**config.mk**
```make
export PLATFORM = sky130hd
export DESIGN_NAME = mcast_hash_filter
export DESIGN_NICKNAME = d
export VERILOG_FILES = /design/src/rtl/mhf_pkg.sv /design/src/rtl/mhf_table_regs.sv /design/src/rtl/mhf_crc_engine.sv /design/src/rtl/mcast_hash_filter.sv
export SDC_FILE = /design/constraint.sdc
export NUM_CORES = 1
export LEC_CHECK = 0
export CAP_MARGIN = 5
export CORE_MARGIN = 4
export CORE_UTILIZATION = 45
export CTS_CLUSTER_DIAMETER = 30
export CTS_CLUSTER_SIZE = 24
export DETAILED_ROUTE_END_ITERATION = 6
export GPL_ROUTABILITY_DRIVEN = 0
export SLEW_MARGIN = 5
export SYNTH_ARGS = -nofsm -noshare
export SYNTH_HDL_FRONTEND = slang
export SYNTH_SLANG_ARGS = --single-unit
```
**constraint.sdc**
```tcl
create_clock -name clk -period 5.2 [get_ports clk]
set_input_delay 1.04 -clock clk [delete_from_list [all_inputs] [get_ports clk]]
set_output_delay 1.04 -clock clk [all_outputs]
set_load 0.005 [all_outputs]
```
**src/rtl/mhf_pkg.sv**
```systemverilog
package mhf_pkg;
  localparam int CRC_W  = 32;
  localparam int BYTE_W = 8;
  localparam logic [CRC_W-1:0] CRC_POLY = 32'h04C1_1DB7;
  localparam logic [CRC_W-1:0] CRC_INIT = 32'hFFFF_FFFF;

  // One byte of a left-shifting CRC, data fed LSB first.
  function automatic logic [CRC_W-1:0] crc_step_byte(input logic [CRC_W-1:0] c_in,
                                                     input logic [BYTE_W-1:0] d);
    logic [CRC_W-1:0] c;
    logic fb;
    c = c_in;
    for (int i = 0; i < BYTE_W; i++) begin
      fb = c[CRC_W-1] ^ d[i];
      c  = {c[CRC_W-2:0], 1'b0};
      if (fb) c = c ^ CRC_POLY;
    end
    return c;
  endfunction
endpackage

```
**src/rtl/mhf_table_regs.sv**
```systemverilog
module mhf_table_regs #(
  parameter int REG_W  = 16,
  parameter int N_REGS = 4,
  localparam int SEL_W = $clog2(N_REGS),
  localparam int TBL_W = REG_W * N_REGS
) (
  input  logic             clk,
  input  logic             rst_n,
  input  logic             wr_en,
  input  logic [SEL_W-1:0] wr_sel,
  input  logic [REG_W-1:0] wr_data,
  output logic [TBL_W-1:0] table_flat
);
  logic [REG_W-1:0] regs_q [N_REGS];

  for (genvar k = 0; k < N_REGS; k++) begin : g_reg
    logic hit;
    assign hit = wr_en && (wr_sel == SEL_W'(k));

    always_ff @(posedge clk or negedge rst_n) begin
      if (!rst_n)   regs_q[k] <= '0;
      else if (hit) regs_q[k] <= wr_data;
    end

    assign table_flat[k*REG_W +: REG_W] = regs_q[k];
  end

  assert_reg_write_R2: assert property (@(posedge clk) disable iff (!rst_n)
    wr_en |=> regs_q[$past(wr_sel)] == $past(wr_data));
endmodule

```
**src/rtl/mhf_crc_engine.sv**
```systemverilog
module mhf_crc_engine
  import mhf_pkg::*;
#(
  parameter int N_BYTES = 6,
  parameter int IDX_W   = 6,
  localparam int ADDR_W = N_BYTES * BYTE_W,
  localparam int CNT_W  = $clog2(N_BYTES)
) (
  input  logic              clk,
  input  logic              rst_n,
  input  logic              start,
  input  logic [ADDR_W-1:0] addr,
  output logic              busy,
  output logic              last,
  output logic [IDX_W-1:0]  idx
);
  localparam logic [CNT_W-1:0] LAST_CNT = CNT_W'(N_BYTES - 1);

  logic [ADDR_W-1:0] addr_q;
  logic [CRC_W-1:0]  crc_q, crc_d, crc_nxt;
  logic [CNT_W-1:0]  cnt_q, cnt_d;
  logic              busy_q, busy_d;
  logic              take, crc_en;
  logic [BYTE_W-1:0] bytes [N_BYTES];

  for (genvar b = 0; b < N_BYTES; b++) begin : g_byte
    assign bytes[b] = addr_q[b*BYTE_W +: BYTE_W];
  end

  assign take    = start && !busy_q;
  assign crc_nxt = crc_step_byte(crc_q, bytes[cnt_q]);
  assign last    = busy_q && (cnt_q == LAST_CNT);
  assign busy    = busy_q;
  assign idx     = crc_nxt[CRC_W-1 -: IDX_W];

  always_comb begin
    crc_en = take || busy_q;
    crc_d  = crc_q;
    cnt_d  = cnt_q;
    busy_d = busy_q;
    if (take) begin
      crc_d  = CRC_INIT;
      cnt_d  = '0;
      busy_d = 1'b1;
    end else if (busy_q) begin
      crc_d  = crc_nxt;
      cnt_d  = cnt_q + 1'b1;
      busy_d = !last;
    end
  end

  always_ff @(posedge clk or negedge rst_n) begin
    if (!rst_n)    addr_q <= '0;
    else if (take) addr_q <= addr;
  end

  always_ff @(posedge clk or negedge rst_n) begin
    if (!rst_n) begin
      crc_q  <= '0;
      cnt_q  <= '0;
      busy_q <= 1'b0;
    end else if (crc_en) begin
      crc_q  <= crc_d;
      cnt_q  <= cnt_d;
      busy_q <= busy_d;
    end
  end

  assert_cnt_range_R7: assert property (@(posedge clk) disable iff (!rst_n)
    busy_q |-> cnt_q <= LAST_CNT);
  assert_start_R7: assert property (@(posedge clk) disable iff (!rst_n)
    take |=> busy_q && cnt_q == '0);
endmodule

```
**src/rtl/mcast_hash_filter.sv**
```systemverilog
module mcast_hash_filter #(
  parameter int ADDR_BYTES = 6,
  parameter int REG_W      = 16,
  parameter int N_REGS     = 4,
  localparam int ADDR_W = ADDR_BYTES * 8,
  localparam int TBL_W  = REG_W * N_REGS,
  localparam int IDX_W  = $clog2(TBL_W),
  localparam int SEL_W  = $clog2(N_REGS)
) (
  input  logic              clk,
  input  logic              rst_n,
  input  logic              cfg_wr_en,
  input  logic [SEL_W-1:0]  cfg_wr_sel,
  input  logic [REG_W-1:0]  cfg_wr_data,
  input  logic              ctl_rx_all,
  input  logic              ctl_grp_open,
  input  logic              da_valid,
  input  logic [ADDR_W-1:0] da_addr,
  output logic              dec_valid,
  output logic              dec_accept,
  output logic              dec_group
);
  logic [TBL_W-1:0] table_flat, snap_q;
  logic             busy, last, take;
  logic [IDX_W-1:0] idx;
  logic             grp_q, byp_q;
  logic             vld_q, acc_q, grp_out_q;
  logic             vld_d, acc_d, grp_out_d;

  mhf_table_regs #(.REG_W(REG_W), .N_REGS(N_REGS)) u_table (
    .clk(clk), .rst_n(rst_n), .wr_en(cfg_wr_en), .wr_sel(cfg_wr_sel),
    .wr_data(cfg_wr_data), .table_flat(table_flat)
  );

  mhf_crc_engine #(.N_BYTES(ADDR_BYTES), .IDX_W(IDX_W)) u_crc (
    .clk(clk), .rst_n(rst_n), .start(da_valid), .addr(da_addr),
    .busy(busy), .last(last), .idx(idx)
  );

  assign take = da_valid && !busy;

  // Snapshot of table and controls at the accepting edge.
  always_ff @(posedge clk or negedge rst_n) begin
    if (!rst_n) begin
      snap_q <= '0;
      grp_q  <= 1'b0;
      byp_q  <= 1'b0;
    end else if (take) begin
      snap_q <= table_flat;
      grp_q  <= da_addr[0];
      byp_q  <= ctl_rx_all && ctl_grp_open;
    end
  end

  always_comb begin
    vld_d     = last;
    grp_out_d = last && grp_q;
    acc_d     = last && grp_q && (byp_q || snap_q[idx]);
  end

  always_ff @(posedge clk or negedge rst_n) begin
    if (!rst_n) begin
      vld_q     <= 1'b0;
      acc_q     <= 1'b0;
      grp_out_q <= 1'b0;
    end else begin
      vld_q     <= vld_d;
      acc_q     <= acc_d;
      grp_out_q <= grp_out_d;
    end
  end

  assign dec_valid  = vld_q;
  assign dec_accept = acc_q;
  assign dec_group  = grp_out_q;

  assert_pulse_R7: assert property (@(posedge clk) disable iff (!rst_n)
    dec_valid |=> !dec_valid);
  assert_idle_R7: assert property (@(posedge clk) disable iff (!rst_n)
    !busy |=> !dec_valid);
  assert_nongroup_R5: assert property (@(posedge clk) disable iff (!rst_n)
    dec_valid && !dec_group |-> !dec_accept);
  assert_bypass_R6: assert property (@(posedge clk) disable iff (!rst_n)
    dec_valid && dec_group && byp_q |-> dec_accept);
  assert_ignore_R8: assert property (@(posedge clk) disable iff (!rst_n)
    busy && da_valid |=> $stable(snap_q) && $stable(grp_q) && $stable(byp_q));
endmodule

```
==> impl_metrics.tcl, run 1 <==
set metrics [dict create \
    status "completed" \
    holdBufCountCts 0 \
    grt_max_degree 91 \
    clock_latency_ns 0.52 \
    finalCritPeriodShare_pct 88.1 \
    end_kind "flop" \
    clk_pin_slew_ns 0.05 \
    drc 0 \
    layout_setup_ws_ns 0.619 \
    drt_wl_total_um 23200 \
    fin_crit_ns 4.58 \
    cts-root-buf "clkbuf_16" \
    postRouteAntennaNets 0 \
    fin_area_sq_um 12900 \
    viasPerCell 5.48 \
    ys_types 48 \
    multiInputGateArea_sq_um 4600 \
    grt_pass1_vias 7229 \
    crit_type "reg2reg" \
    die_x_um 159 \
    nets 947 \
    grt_first_pass_wirelength_um 38600 \
    dpl_cell_area_sq_um 11300 \
    ioPinCount 75 \
    syn_nets 849 \
    yosys.area_share.adder_pct 0.245 \
    synthTopCellsByArea "dfrtp_1 53%, mux2_2 20%, mux2i_1 5.9%, xnor2_1 4.1%, xor2_1 2.6%" \
    setup_violations 0 \
    grt.overflow.total 0 \
    syn2layout_area_growth_pct 26.7 \
    ys.flop_type "dfrtp_1" \
    max_freq_mhz 218 \
    antenna_found_initial 0 \
    numCtsBuffers 50 \
    synth_area_leader_cell "dfrtp_1" \
    ys_seq_area_share_pct 52.9 \
    cp_data_arrival_time_ns 4.97 \
    hold_path.class "reg2reg" \
    slew_headroom_pct 21.6 \
    rsz0062_at_grt "false" \
    regArea_sq_um 5410 \
    die_h_um 159 \
    post_synth_instance_area_sq_um 10200 \
    post_cts_buffers 0 \
    synth_most_common_cell "dfrtp_1" \
    grt_usage_pct 18.6 \
    synthArstFlopShare_pct 100 \
    critical_path.startpoint_type "flop" \
    synth_edf_count 0 \
    wl_per_cell_um 19.5 \
    drv_cap 0 \
    dr.pass1.iters 5 \
    drive_gt1_share_pct 33.3 \
    place_hpwl_um 15600 \
    fill_cells 1748 \
    muxShareOfSynthArea_pct 26.7 \
    cts_buffer_depth 3 \
    path_max_fanout 23 \
    post_cts_resize_count 0 \
    yosys_warnings 0 \
    htreeDepth 2 \
    insertedDiodeCount 0 \
    ys_seq_elements 216 \
    drt-initial-drc-count 383 \
    yosys-top-cells-count "216 x dfrtp_1, 179 x mux2_2, 60 x mux2i_1" \
    cts_tree "built" \
    cts_num_sinks 216 \
    setup_tns_ns 0 \
    synth_compound_area_share_pct 4.98 \
    netlist.area_leader.share_pct 52.9 \
    die-area_sq_um 25200 \
    required_ns 5.59 \
    finalClockSkew_ns 0.0180 \
    vias 6514 \
    slew_violations 0 \
    synthSimpleGateAreaFrac_pct 5.14 \
    start_util_pct 46.3 \
    io_buffers 74 \
    avgSynthCellArea_sq_um 13.2 \
    row_count 54 \
    synthXorXnorAreaFrac_pct 7.55 \
    final_hold_viol_count 0 \
    synth_top_family_by_area "multiplexers" \
    worst_pin_slew_ns 1.18 \
    syn_inst 775 \
    core_sq_um 22100 \
    pre_cts_slack_ns 0.638 \
]
flip-flops by register name, indices dropped and copies added, names as in the netlist:
| name | flops |
|---|---|
| snap_q | 64 |
| u_table.table_flat | 64 |
| u_crc.addr_q | 48 |
| u_crc.crc_q | 32 |
| u_crc.cnt_q | 3 |
| byp_q | 1 |
| dec_accept | 1 |
| dec_group | 1 |
| dec_valid | 1 |
| u_crc.busy | 1 |
cells in the final DEF (no fill, tap or decap), types with 4 or more instances in the layout:
master,n
nand2b_1,4
bufinv_16,4
clkinvlp_4,6
nor2_1,12
o21ai_0,6
a21oi_1,38
a22oi_1,10
mux4_2,5
clkdlybuf4s50_1,73
nand3b_1,4
xor2_1,30
clkbuf_8,9
inv_1,4
mux2i_1,60
nor3_1,41
clkinv_2,9
clkinv_4,4
nor2b_1,4
dfrtp_1,215
a222oi_1,5
mux2_2,179
nand3_1,6
xnor2_1,46
nand2_1,16
buf_4,19
clkbuf_16,51
routing by layer:
layer / vias up / share of wire (%) / routed length (um) / GRT usage [%]
li1: 3000 / - / - / -
met2: 146 / 50 / 11500 / 30.8
met3: 36 / 4.6 / 1060 / 4.12
met4: 0 / 1.7 / 391 / 5.36
met1: 3332 / 44 / 10300 / 24.9
met5: - / 0 / 0 / 0
cells by family (layout without fill, tap and decap cells):
group | Yosys count | count (layout)
AOI/OAI and AO/OA | 78 | 78
muxes | 244 | 244
xor gates and xnor gates | 82 | 82
and+or+nand+nor | 101 | 101
buffers and inverters | 52 | 186
adders and majority gates | 2 | 2
DFF | 216 | 216
critical path: stages, from the launching register on:
cell and delay, ns:
dfrtp_1 0.87, mux4_2 0.43, a21oi_2 0.31, xor2_4 0.32
xor2_2 0.36, xnor3_2 0.71, mux2i_1 0.49, mux2i_1 0.17
o31ai_1 0.25, o22ai_1 0.14, a221oi_1 0.33, a211oi_2 0.05
area by class of cell:
| cell class | count | share of cell area (%) |
|---|---|---|
| repair buffers | 94 | 7.00 |
| inverters | 4 | 0.116 |
| clock buffers | 62 | 10.8 |
| clock inverters | 26 | 2.10 |
| multi-input cells | 507 | 35.5 |
| well taps | 280 | 2.71 |
| flip-flops and latches | 216 | 41.7 |
through the flow:
step,instances,hold WS [ns],utilization (%)
after floorplan,775,0.474,-
after global routing,1189,0.511,58.6
after CTS,1189,0.499,58.6
final,1189,0.497,58.6
after global placement,1101,0.482,51.1
after detailed placement,1101,0.488,51.1
final timing paths:
check | start | to | slack, ns | depth (start not counted)
max in group asynchronous | rst_n | u_table.table_flat[49]$_DFFE_PN0P_ | 3.58 | 2
hold / removal | u_table.table_flat[21]$_DFFE_PN0P_ | snap_q[21]$_DFFE_PN0P_ | 0.50 | 1
setup reg to reg | u_crc.cnt_q[1]$_DFFE_PN0P_ | dec_accept$_DFF_PN0_ | 0.62 | 11
min in group asynchronous | rst_n | u_crc.addr_q[46]$_DFFE_PN0P_ | 0.59 | 1
setup / recovery | u_crc.cnt_q[1]$_DFFE_PN0P_ | dec_accept$_DFF_PN0_ | 0.62 | 11
hold reg to reg | u_table.table_flat[21]$_DFFE_PN0P_ | snap_q[21]$_DFFE_PN0P_ | 0.50 | 1
Power of run 1 is not shown: default switching activity piles up to over one toggle a cycle in this logic, so the estimate is an artifact.
==> run 2, diff against run 1 <==
CTS_CLUSTER_DIAMETER = unset   (was 30)
PLACE_DENSITY_LB_ADDON = 0.25   (was unset)
==> impl_metrics.tcl, run 2 (synthesis gave the netlist of run 1 again) <==
set metrics [dict create \
    status "completed" \
    die_x_um 159 \
    grt_pass1_vias 6975 \
    viasPerCell 5.53 \
    layout_common_cells "215 x dfrtp_1, 179 x mux2_2, 73 x clkdlybuf4s50_1" \
    insertedDiodeCount 0 \
    wl_per_cell_um 19.5 \
    die_h_um 159 \
    drt-initial-drc-count 397 \
    syn2layout_area_growth_pct 19.1 \
    layout_setup_ws_ns 0.756 \
    nets 921 \
    io_buffers 74 \
    core_sq_um 22100 \
    whs_ns 0.501 \
    grt_usage_pct 17.8 \
    post_cts_buffers 0 \
    finalClockSkew_ns 0.0170 \
    fin_crit_ns 4.44 \
    grt.overflow.total 0 \
    ioPinCount 75 \
    cts_tree "built" \
    vias 6332 \
    grt_max_degree 125 \
    slew_violations 0 \
    multiInputGateArea_sq_um 4600 \
    critical_path.startpoint_type "flop" \
    slew_headroom_pct 26.3 \
    dr.pass1.iters 5 \
    path_max_fanout 26 \
    setup_tns_ns 0 \
    rsz0062_at_grt "false" \
    cp_data_arrival_time_ns 4.82 \
    drc 0 \
    dp.cells 1101 \
    crit_type "reg2reg" \
    drt_wl_total_um 22300 \
    htreeDepth 1 \
    end_kind "flop" \
    clock_latency_ns 0.52 \
    start_util_pct 46.3 \
    regArea_sq_um 5410 \
    numCtsBuffers 24 \
    postRouteAntennaNets 0 \
    worst_pin_slew_ns 1.10 \
    finalCritPeriodShare_pct 85.5 \
    final_hold_viol_count 0 \
    cts-root-buf "clkbuf_16" \
    holdBufCountCts 0 \
    drv_cap 0 \
    fin_cells 1145 \
    grt_first_pass_wirelength_um 37200 \
    drive_gt1_share_pct 30.1 \
    cts_num_sinks 216 \
    post_cts_resize_count 0 \
    place_hpwl_um 15700 \
    pre_cts_slack_ns 0.746 \
    hold_path.class "reg2reg" \
    cts_buffer_depth 3 \
    max_freq_mhz 225 \
    fill_cells 1785 \
    row_count 54 \
    antenna_found_initial 0 \
    clk_pin_slew_ns 0.06 \
    setup_violations 0 \
    die-area_sq_um 25200 \
    required_ns 5.58 \
    final_common_cell "dfrtp_1" \
]
## run 2: cell types whose count changed in the layout (fill, tap and decap cells not counted), moves of 2 or more
cell        previous run  this run
clkbuf_16             51        25
clkinv_2               9         5
inv_6                  3         1
clkinvlp_4             6         1
clkinv_4               4         0
clkbuf_8               9         7
## run 2: path summary, 6_finish.rpt
check | depth (start not counted) | start | slack, ns | to
worst min register to register | 1 | u_table.table_flat[5]$_DFFE_PN0P_ | 0.50 | u_table.table_flat[5]$_DFFE_PN0P_
worst max register to register | 12 | u_crc.cnt_q[0]$_DFFE_PN0P_ | 0.76 | dec_accept$_DFF_PN0_
worst min-delay path | 1 | u_table.table_flat[5]$_DFFE_PN0P_ | 0.50 | u_table.table_flat[5]$_DFFE_PN0P_
worst max-delay path | 12 | u_crc.cnt_q[0]$_DFFE_PN0P_ | 0.76 | dec_accept$_DFF_PN0_
min in group asynchronous | 1 | rst_n | 0.63 | u_crc.addr_q[34]$_DFFE_PN0P_
max in group asynchronous | 2 | rst_n | 3.49 | u_table.table_flat[5]$_DFFE_PN0P_
## run 2: layout make-up
class | count | area share (%)
flip-flops and latches | 216 | 44.4
multi-input cells | 507 | 37.8
repair buffers | 94 | 7.56
clock buffers | 33 | 5.88
well taps | 280 | 2.88
clock inverters | 11 | 1.33
inverters | 4 | 0.123
## run 2: metrics by stage
stage          util [%]  instance area, sq um
2_1_floorplan         -                 10200
3_3_place_gp       51.1                 11300
3_5_place_dp       51.1                 11300
4_1_cts            55.1                 12200
5_1_grt            55.1                 12200
6_report           55.1                 12200
## run 2: critical path, stage by stage (launching register included)
cell and delay (ns):
dfrtp_1 0.66, mux4_2 0.59, a21oi_2 0.29, xor2_4 0.33, xor2_2 0.36, xnor3_2 0.70
buf_4 0.27, mux2i_1 0.24, mux2i_1 0.11, o31ai_1 0.22, o22ai_1 0.14, a221oi_1 0.31
a211oi_2 0.06
## run 2: routing by layer
metal	wire length, um	up-vias	global-route usage [%]	part of all wire (%)
met5	0	-	0	0
met4	382	0	4.54	1.7
met3	951	32	3.06	4.3
met2	11000	118	30.3	49
met1	9980	3256	24.0	45
li1	-	2926	-	-
Power of run 2 is left out for the same reason.
==> run 3, diff against run 2 <==
GPL_ROUTABILITY_DRIVEN = unset   (was 0)
==> results of run 3 <==
Same layout as run 2: the final DEF is identical, and so are final timing and power.
Power of run 3 is left out for the same reason.
